$ cat config.mk
export PLATFORM = sky130hd
export DESIGN_NAME = uart_irq_agg
export DESIGN_NICKNAME = d
export VERILOG_FILES = /design/src/rtl/uart_irq_pkg.sv /design/src/rtl/irq_status_bit.sv /design/src/rtl/rx_idle_timer.sv /design/src/rtl/uart_irq_agg.sv
export SDC_FILE = /design/constraint.sdc
export NUM_CORES = 1
export LEC_CHECK = 0
export ABC_AREA = 1
export BUFFER_PORTS_ARGS = -buffer_cell sky130_fd_sc_hd__buf_2
export CAP_MARGIN = 0
export CORE_ASPECT_RATIO = 1.4
export CORE_MARGIN = 5
export CORE_UTILIZATION = 43
export CTS_CLUSTER_DIAMETER = 30
export DETAILED_ROUTE_END_ITERATION = 10
export GPL_TIMING_DRIVEN = 0
export HOLD_SLACK_MARGIN = 0.1
export PLACE_DENSITY = 0.73
export SLEW_MARGIN = 25
export SYNTH_ARGS = -nofsm -noshare
export SYNTH_HDL_FRONTEND = slang
export SYNTH_SLANG_ARGS = --single-unit
$ cat constraint.sdc
create_clock -name clk -period 1.6 [get_ports clk]
set_input_delay 0.08 -clock clk [delete_from_list [all_inputs] [get_ports clk]]
set_output_delay 0.08 -clock clk [all_outputs]
set_load 0.02 [all_outputs]
$ cat src/rtl/uart_irq_pkg.sv
package uart_irq_pkg;
  localparam int NSRC       = 6;
  localparam int IDX_RXLVL  = 0;
  localparam int IDX_TXLVL  = 1;
  localparam int IDX_RXTO   = 2;
  localparam int IDX_FRAME  = 3;
  localparam int IDX_PARITY = 4;
  localparam int IDX_BREAK  = 5;

  function automatic logic [NSRC-1:0] gate_mask(input logic [NSRC-1:0] raw,
                                                input logic [NSRC-1:0] msk);
    return raw & msk;
  endfunction

  function automatic logic any_set(input logic [NSRC-1:0] v);
    return |v;
  endfunction
endpackage

$ cat src/rtl/irq_status_bit.sv
module irq_status_bit (
  input  logic clk,
  input  logic rst_n,
  input  logic set_i,
  input  logic clr_i,
  input  logic auto_clr_i,
  output logic q_o
);
  always_ff @(posedge clk) begin
    if (!rst_n)                 q_o <= 1'b0;
    else if (set_i)             q_o <= 1'b1;
    else if (clr_i || auto_clr_i) q_o <= 1'b0;
  end

  AST_SET_WINS: assert property (@(posedge clk) disable iff (!rst_n)
    set_i |=> q_o);
  AST_W1C_CLEARS: assert property (@(posedge clk) disable iff (!rst_n)
    (clr_i && !set_i) |=> !q_o);
  AST_HOLD_IDLE: assert property (@(posedge clk) disable iff (!rst_n)
    (!set_i && !clr_i && !auto_clr_i) |=> (q_o == $past(q_o)));
endmodule

$ cat src/rtl/rx_idle_timer.sv
module rx_idle_timer #(
  parameter int IDLE_BITS = 32
) (
  input  logic clk,
  input  logic rst_n,
  input  logic fifo_empty_i,
  input  logic char_strobe_i,
  input  logic tick_i,
  output logic fire_o,
  output logic cnt_zero_o
);
  localparam int CW = $clog2(IDLE_BITS + 1);
  localparam logic [CW-1:0] LIMIT = CW'(IDLE_BITS);

  logic [CW-1:0] cnt_q;
  logic          restart;
  logic          advance;

  function automatic logic [CW-1:0] bump(input logic [CW-1:0] c);
    return (c == LIMIT) ? c : c + 1'b1;
  endfunction

  assign restart    = fifo_empty_i || char_strobe_i;
  assign advance    = tick_i && !restart;
  assign fire_o     = advance && (cnt_q == LIMIT - 1'b1);
  assign cnt_zero_o = (cnt_q == '0);

  always_ff @(posedge clk) begin
    if (!rst_n)       cnt_q <= '0;
    else if (restart) cnt_q <= '0;
    else if (advance) cnt_q <= bump(cnt_q);
  end

  AST_EMPTY_HOLDS_ZERO: assert property (@(posedge clk) disable iff (!rst_n)
    fifo_empty_i |=> cnt_zero_o);
  AST_STROBE_RESTARTS: assert property (@(posedge clk) disable iff (!rst_n)
    char_strobe_i |=> cnt_zero_o);
  AST_FIRE_ONCE: assert property (@(posedge clk) disable iff (!rst_n)
    fire_o |=> !fire_o);
endmodule

$ cat src/rtl/uart_irq_agg.sv
module uart_irq_agg
  import uart_irq_pkg::*;
#(
  parameter int IDLE_BITS = 32
) (
  input  logic            clk,
  input  logic            rst_n,
  input  logic            ev_break,
  input  logic            ev_parity,
  input  logic            ev_frame,
  input  logic            tx_lvl_hit,
  input  logic            rx_lvl_hit,
  input  logic            rx_fifo_empty,
  input  logic            rx_char_strobe,
  input  logic            bit_tick,
  input  logic            mask_we,
  input  logic [NSRC-1:0] mask_wdata,
  input  logic            clr_we,
  input  logic [NSRC-1:0] clr_wdata,
  output logic [NSRC-1:0] raw_stat,
  output logic [NSRC-1:0] masked_stat,
  output logic            irq
);
  logic [NSRC-1:0] set_vec;
  logic [NSRC-1:0] clr_vec;
  logic [NSRC-1:0] auto_vec;
  logic [NSRC-1:0] mask_q;
  logic            to_fire;
  logic            to_cnt_zero;

  rx_idle_timer #(.IDLE_BITS(IDLE_BITS)) u_timer (
    .clk           (clk),
    .rst_n         (rst_n),
    .fifo_empty_i  (rx_fifo_empty),
    .char_strobe_i (rx_char_strobe),
    .tick_i        (bit_tick),
    .fire_o        (to_fire),
    .cnt_zero_o    (to_cnt_zero)
  );

  always_comb begin
    set_vec             = '0;
    set_vec[IDX_RXLVL]  = rx_lvl_hit;
    set_vec[IDX_TXLVL]  = tx_lvl_hit;
    set_vec[IDX_RXTO]   = to_fire;
    set_vec[IDX_FRAME]  = ev_frame;
    set_vec[IDX_PARITY] = ev_parity;
    set_vec[IDX_BREAK]  = ev_break;
    auto_vec            = '0;
    auto_vec[IDX_RXTO]  = rx_fifo_empty;
  end

  assign clr_vec = clr_we ? clr_wdata : '0;

  for (genvar i = 0; i < NSRC; i++) begin : g_bit
    irq_status_bit u_bit (
      .clk        (clk),
      .rst_n      (rst_n),
      .set_i      (set_vec[i]),
      .clr_i      (clr_vec[i]),
      .auto_clr_i (auto_vec[i]),
      .q_o        (raw_stat[i])
    );
  end

  always_ff @(posedge clk) begin
    if (!rst_n)       mask_q <= '0;
    else if (mask_we) mask_q <= mask_wdata;
  end

  assign masked_stat = gate_mask(raw_stat, mask_q);
  assign irq         = any_set(masked_stat);

  AST_TO_AUTOCLR: assert property (@(posedge clk) disable iff (!rst_n)
    rx_fifo_empty |=> !raw_stat[IDX_RXTO]);
  AST_IRQ_HAS_CAUSE: assert property (@(posedge clk) disable iff (!rst_n)
    irq |-> (raw_stat != '0));
  AST_MASK_WRITE: assert property (@(posedge clk) disable iff (!rst_n)
    (mask_we && mask_wdata == '0) |=> !irq);
  AST_RESET_QUIET: assert property (@(posedge clk)
    !rst_n |=> (raw_stat == '0 && !irq));
  AST_TO_NEEDS_DATA: assert property (@(posedge clk) disable iff (!rst_n)
    $rose(raw_stat[IDX_RXTO]) |-> !$past(rx_fifo_empty));
endmodule

==> results_dict.tcl, run 1 <==
set metrics [dict create \
    fin_area_um2 1358 \
    rr_worst_depth 3 \
    final_antenna_net_count 0 \
    hold_viol 0 \
    finalCritPeriodShare 0.9275 \
    grt_start_max_net_pins 11 \
    ys_top_cells_by_area "dfxtp_1 (41%), nand2_1 (11%), nor2_1 (9.9%)" \
    place_congestion 0.8362 \
    crit_path_start_kind "input port" \
    core_um2 1949 \
    vias 1015 \
    syn-num-nets 151 \
    placed_cell_area_um2 1081 \
    insertion_delay_ns 0.28 \
    synth_top_family_by_area "simple AND/OR/NAND/NOR gates" \
    path_common_cell "dlygate4sd3_1" \
    preCtsSetupSlack_ns 0.3568 \
    cts_made_buffers 3 \
    synthTopCellsByCount "nand2_1 (25), nor2_1 (23), dfxtp_1 (18), inv_1 (15), a21oi_1 (10)" \
    required_ns 1.83 \
    status "complete, no violations" \
    overflow 0 \
    rsz0062_at_grt "no" \
    clk_path_buf_depth 2 \
    port-buffer-count 36 \
    synth-compound-area-share 0.1073 \
    area_growth_pct 55.22 \
    dieArea_um2 3049 \
    post-route-min-period_ns 1.484 \
    routed_via_density 4.833 \
    num_antenna_cells 0 \
    firstDrtPassIters 4 \
    synth-xor-area-share 0 \
    syn_inst 125 \
    leakagePower_nw 0.6991 \
    cts_tree "done" \
    min_path_type "in2reg" \
    die_y_um 63.36 \
    fmax_mhz 673.8 \
    wl_per_cell_um 11.88 \
    yosysTopAreaCell "dfxtp_1" \
    holdPathStages 4 \
    finalSetupViolCount 0 \
    start_util 0.4487 \
    p_per_area_nw_per_um2 697.9 \
    synth_flop_cell "dfxtp_1" \
    ys_ff_latch 18 \
    criticalPathCategory "in2reg" \
    synth.cell_area_um2 874.6 \
    cts-root-buf "clkbuf_4" \
    ys_seq_area_frac 0.4120 \
    cp-end-kind "flop" \
    synth_mux_area_frac 0 \
    synthAdderAreaFrac 0.02861 \
    drc_errors 0 \
    synth_cell_types 17 \
    synth.most_common_cell "nand2_1" \
    worstMarginPinSlew_ns 0.2576 \
    routed_wl_um 2494 \
    slowest_delay_ns 0.61 \
    htreeDepth 1 \
    grt.total_usage 0.1877 \
    slew_violations 0 \
    maxCapViolCount 0 \
    relSlewSlack 0.8269 \
    yosys.area.top_type_share 0.4120 \
    ioPinCount 37 \
    skew_ns 0.0008275 \
    path_clk_slew_ns 0.10 \
    synth-simple-area-share 0.3276 \
    cts.sinks 18 \
    crit_fanout 2 \
    cp_slowest_cell "dlygate4sd3_1" \
    yosysWarningCount 0 \
    async_flop_share 0 \
    grt_pass1_wl_um 4312 \
    critical_path_arrival_ns 1.71 \
    final.setup.tns_ns 0 \
    fp-row-count 19 \
    finalNetCount 216 \
    grt_pass1_vias 1087 \
    dpl.hpwl_um 1623 \
    path_cells "dlygate4sd3_1, buf_2, nor3_4, dlygate4sd3_1, nand2_1, a21oi_1" \
    drt_iter0_drc 22 \
    avgSynthCellArea_um2 6.997 \
    drive_gt1_frac 0.2804 \
    die_x_um 48.12 \
    vdd_drop_max_v 0.0004513 \
    synth_edf_count 0 \
    setup_ws_ns 0.1160 \
    antenna_found_initial 0 \
]
layer usage:
| layer | global-route usage | vias to the layer above | wire length, µm |
|---|---|---|---|
| li1 | - | 517 | - |
| met3 | 0.03989 | 6 | 149 |
| met4 | 0.07744 | 0 | 48 |
| met5 | 0 | - | 0 |
| met1 | 0.1815 | 461 | 874 |
| met2 | 0.3477 | 31 | 1421 |
registers in the layout, summed over array words and instances, names as in the netlist:
register / count
mask_q: 6
u_timer.cnt_q: 6
g_bit.u_bit.q_o: 6
power by group:
| part | internal, mW | switching, mW | leakage, nW | total, mW |
|---|---|---|---|---|
| clock | 0.138 | 0.137 | 0.0210 | 0.275 |
| sequential | 0.468 | 0.0125 | 0.148 | 0.480 |
| combinational | 0.103 | 0.0886 | 0.530 | 0.192 |
layout by cell type, fill, tap and decap left out, types with 2 or more instances in the layout:
cell type      count
inv_2              2
o21ai_0            7
buf_2             36
dfxtp_1           18
dlygate4sd3_1     24
nand3_1            9
nand3_2            2
inv_1             15
clkbuf_4           3
nand2_1           25
a21oi_1           10
nor2_1            23
buf_4              6
ha_1               2
logic make-up after synthesis:
logic type,count (synthesis)
flops,18
buf+inv,23
simple gates,64
fa+ha+maj,2
compound gates,18
critical path: cells and delay by family:
kind	cells	cell delay (ns)
buffers and inverters	3	1.29
and+or+nand+nor	2	0.24
AOI/OAI and AO/OA	1	0.10
through the flow:
stage	utilization	total power, mW	cells	hold slack [ns]
6_report	0.6964	0.9474	210	0.1028
5_1_grt	0.6964	1.006	210	0.1243
4_1_cts	0.6964	0.9489	210	0.1027
3_5_place_dp	0.5546	0.6259	182	0.2913
3_3_place_gp	0.5546	0.6224	182	0.2840
2_1_floorplan	-	0.5641	125	0.1974
final timing paths:
| check | start | endpoint | slack (ns) |
|---|---|---|---|
| worst min register to register | g_bit[2].u_bit.q_o | g_bit[2].u_bit.q_o | 0.52 |
| worst min-delay path | clr_wdata[1] | g_bit[1].u_bit.q_o | 0.10 |
| worst max register to register | mask_q[3] | mask_q[3] | 0.35 |
| worst max-delay path | rx_char_strobe | u_timer.cnt_q[2] | 0.12 |
final cells by class:
type                            instances  area (µm²)
Multi-Input combinational cell         84       405.4
Buffer                                  6       45.04
Clock buffer                            4       36.28
Fill cell                             158       591.8
Tap cell                               21       26.28
Timing Repair Buffer                   60       420.4
Inverter                               17       63.81
Sequential cell                        18       360.3
timing repair:
item	4_1_cts	5_1_grt
resized for setup	0	0
hold buffers	24	0
setup buffers	0	0
endpoints found under the hold margin	14	0
No activity file was read; power rests on OpenSTA's default activity.
==> run 2: changes to the inputs <==
--- a/config.mk
+++ b/config.mk
@@ -6,8 +6,7 @@
 export NUM_CORES = 1
 export LEC_CHECK = 0
 export ABC_AREA = 1
-export BUFFER_PORTS_ARGS = -buffer_cell sky130_fd_sc_hd__buf_2
-export CAP_MARGIN = 0
+export BUFFER_PORTS_ARGS = -buffer_cell sky130_fd_sc_hd__buf_4
 export CORE_ASPECT_RATIO = 1.4
 export CORE_MARGIN = 5
 export CORE_UTILIZATION = 43
==> results_dict.tcl, run 2 (same netlist as run 1, synthesis figures left out) <==
set metrics [dict create \
    area_growth_pct 65.52 \
    grt_pass1_vias 1045 \
    required_ns 1.83 \
    cp-end-kind "flop" \
    ioPinCount 37 \
    insertion_delay_ns 0.29 \
    drt_iter0_drc 16 \
    criticalPathCategory "in2reg" \
    preCtsSetupSlack_ns 0.3699 \
    grt.total_usage 0.1954 \
    routed_via_density 4.810 \
    cts.sinks 18 \
    num_antenna_cells 0 \
    finalNetCount 216 \
    wl_met3_um 119 \
    slew_violations 0 \
    cts_made_buffers 3 \
    finalSetupViolCount 0 \
    wl_met2_um 1493 \
    fin_total_pwr_mw 0.9807 \
    hold_ws_ns 0.1025 \
    path_clk_slew_ns 0.10 \
    post-route-min-period_ns 1.475 \
    antenna_found_initial 0 \
    dpl.hpwl_um 1721 \
    die_y_um 63.36 \
    overflow 0 \
    critical_path_arrival_ns 1.71 \
    vdd_drop_max_v 0.0005703 \
    dieArea_um2 3049 \
    setup_ws_ns 0.1247 \
    final.setup.tns_ns 0 \
    grt_pass1_wl_um 4353 \
    die_x_um 48.12 \
    layout.cells.most_common "buf_4" \
    finalCritPeriodShare 0.9221 \
    firstDrtPassIters 4 \
    routed_wl_um 2615 \
    min_path_type "in2reg" \
    start_util 0.4487 \
    cts-root-buf "clkbuf_4" \
    worstMarginPinSlew_ns 0.1954 \
    htreeDepth 1 \
    relSlewSlack 0.8687 \
    topRoutingLayerUsed "met4" \
    grt_start_max_net_pins 11 \
    cp_slowest_cell "dlygate4sd3_1" \
    vias 1010 \
    hold_viol 0 \
    cts_resized 0 \
    top_regs "g_bit.u_bit.q_o (6), mask_q (6), u_timer.cnt_q (6)" \
    path_common_cell "dlygate4sd3_1" \
    fmax_mhz 677.8 \
    drive_gt1_frac 0.2804 \
    clk_path_buf_depth 2 \
    cts_tree "done" \
    fp-row-count 19 \
    port-buffer-count 36 \
    rsz0062_at_grt "no" \
    leakagePower_nw 0.7182 \
    status "complete, no violations" \
    path_cells "dlygate4sd3_1, buf_4, nor3_4, dlygate4sd3_1, nand2_1, a21oi_1" \
    slowest_delay_ns 0.60 \
    crit_fanout 2 \
    p_per_area_nw_per_um2 677.4 \
    final_cell_mix "buf_4 (42), nand2_1 (25), dlygate4sd3_1 (24)" \
    maxCapViolCount 0 \
    drt-met1-wl_um 946 \
    core_um2 1949 \
    fillers 137 \
    skew_ns 0.0005058 \
    drc_errors 0 \
    place_congestion 0.7758 \
    final_antenna_net_count 0 \
    crit_path_start_kind "input port" \
    wl_per_cell_um 12.45 \
]
==> run 2: cell types whose count changed in the layout (fill, tap and decap cells not counted) <==
cell,delta
buf_2,-36
buf_4,+36
==> run 2: power breakdown <==
part | internal (mW) | switching [mW]
clock | 0.139 | 0.145
sequential | 0.468 | 0.0120
combinational | 0.126 | 0.0911
total | 0.732 | 0.248
==> run 2: repair_timing <==
action / in CTS / in global routing
hold buffers: 24 / 0
hold endpoints to repair: 14 / 0
endpoints found under the setup margin: 0 / 0
setup buffers: 0 / 0
==> run 2: worst max-delay path, delay by kind of cell <==
family / cells / cell delay, ns
buffers and inverters: 3 / 1.29
and+or+nand+nor: 2 / 0.24
AOI/OAI and AO/OA: 1 / 0.11
==> run 2: cell type report <==
class                      instances  area [µm²]  area share
timing repair buffer              60       510.5      0.3526
clock buffer                       4       36.28     0.02506
sequential                        18       360.3      0.2489
tap                               21       26.28     0.01815
buffer                             6       45.04     0.03111
inverter                          17       63.81     0.04408
multi-input combinational         84       405.4      0.2800
==> run 2: worst paths after layout <==
check,slack (ns),startpoint,depth (start not counted),end
min reg2reg,0.53,u_timer.cnt_q[0],2,u_timer.cnt_q[0]
max reg2reg,0.35,g_bit[2].u_bit.q_o,3,g_bit[2].u_bit.q_o
min,0.10,clr_wdata[1],4,g_bit[1].u_bit.q_o
max,0.12,rx_char_strobe,6,u_timer.cnt_q[2]
==> run 2: through the flow <==
| step | cells | area (µm²) | util |
|---|---|---|---|
| global route | 210 | 1448 | 0.7426 |
| CTS | 210 | 1448 | 0.7426 |
| floorplan | 125 | 874.6 | - |
| finish | 210 | 1448 | 0.7426 |
| detailed placement | 182 | 1171 | 0.6008 |
| global placement | 182 | 1171 | 0.6008 |
==> run 2: layer usage <==
layer  up-vias  GRT usage
met2        26     0.3642
met3         6    0.03419
met1       462     0.1926
li1        516          -
met4         0    0.07744
met5         -          0
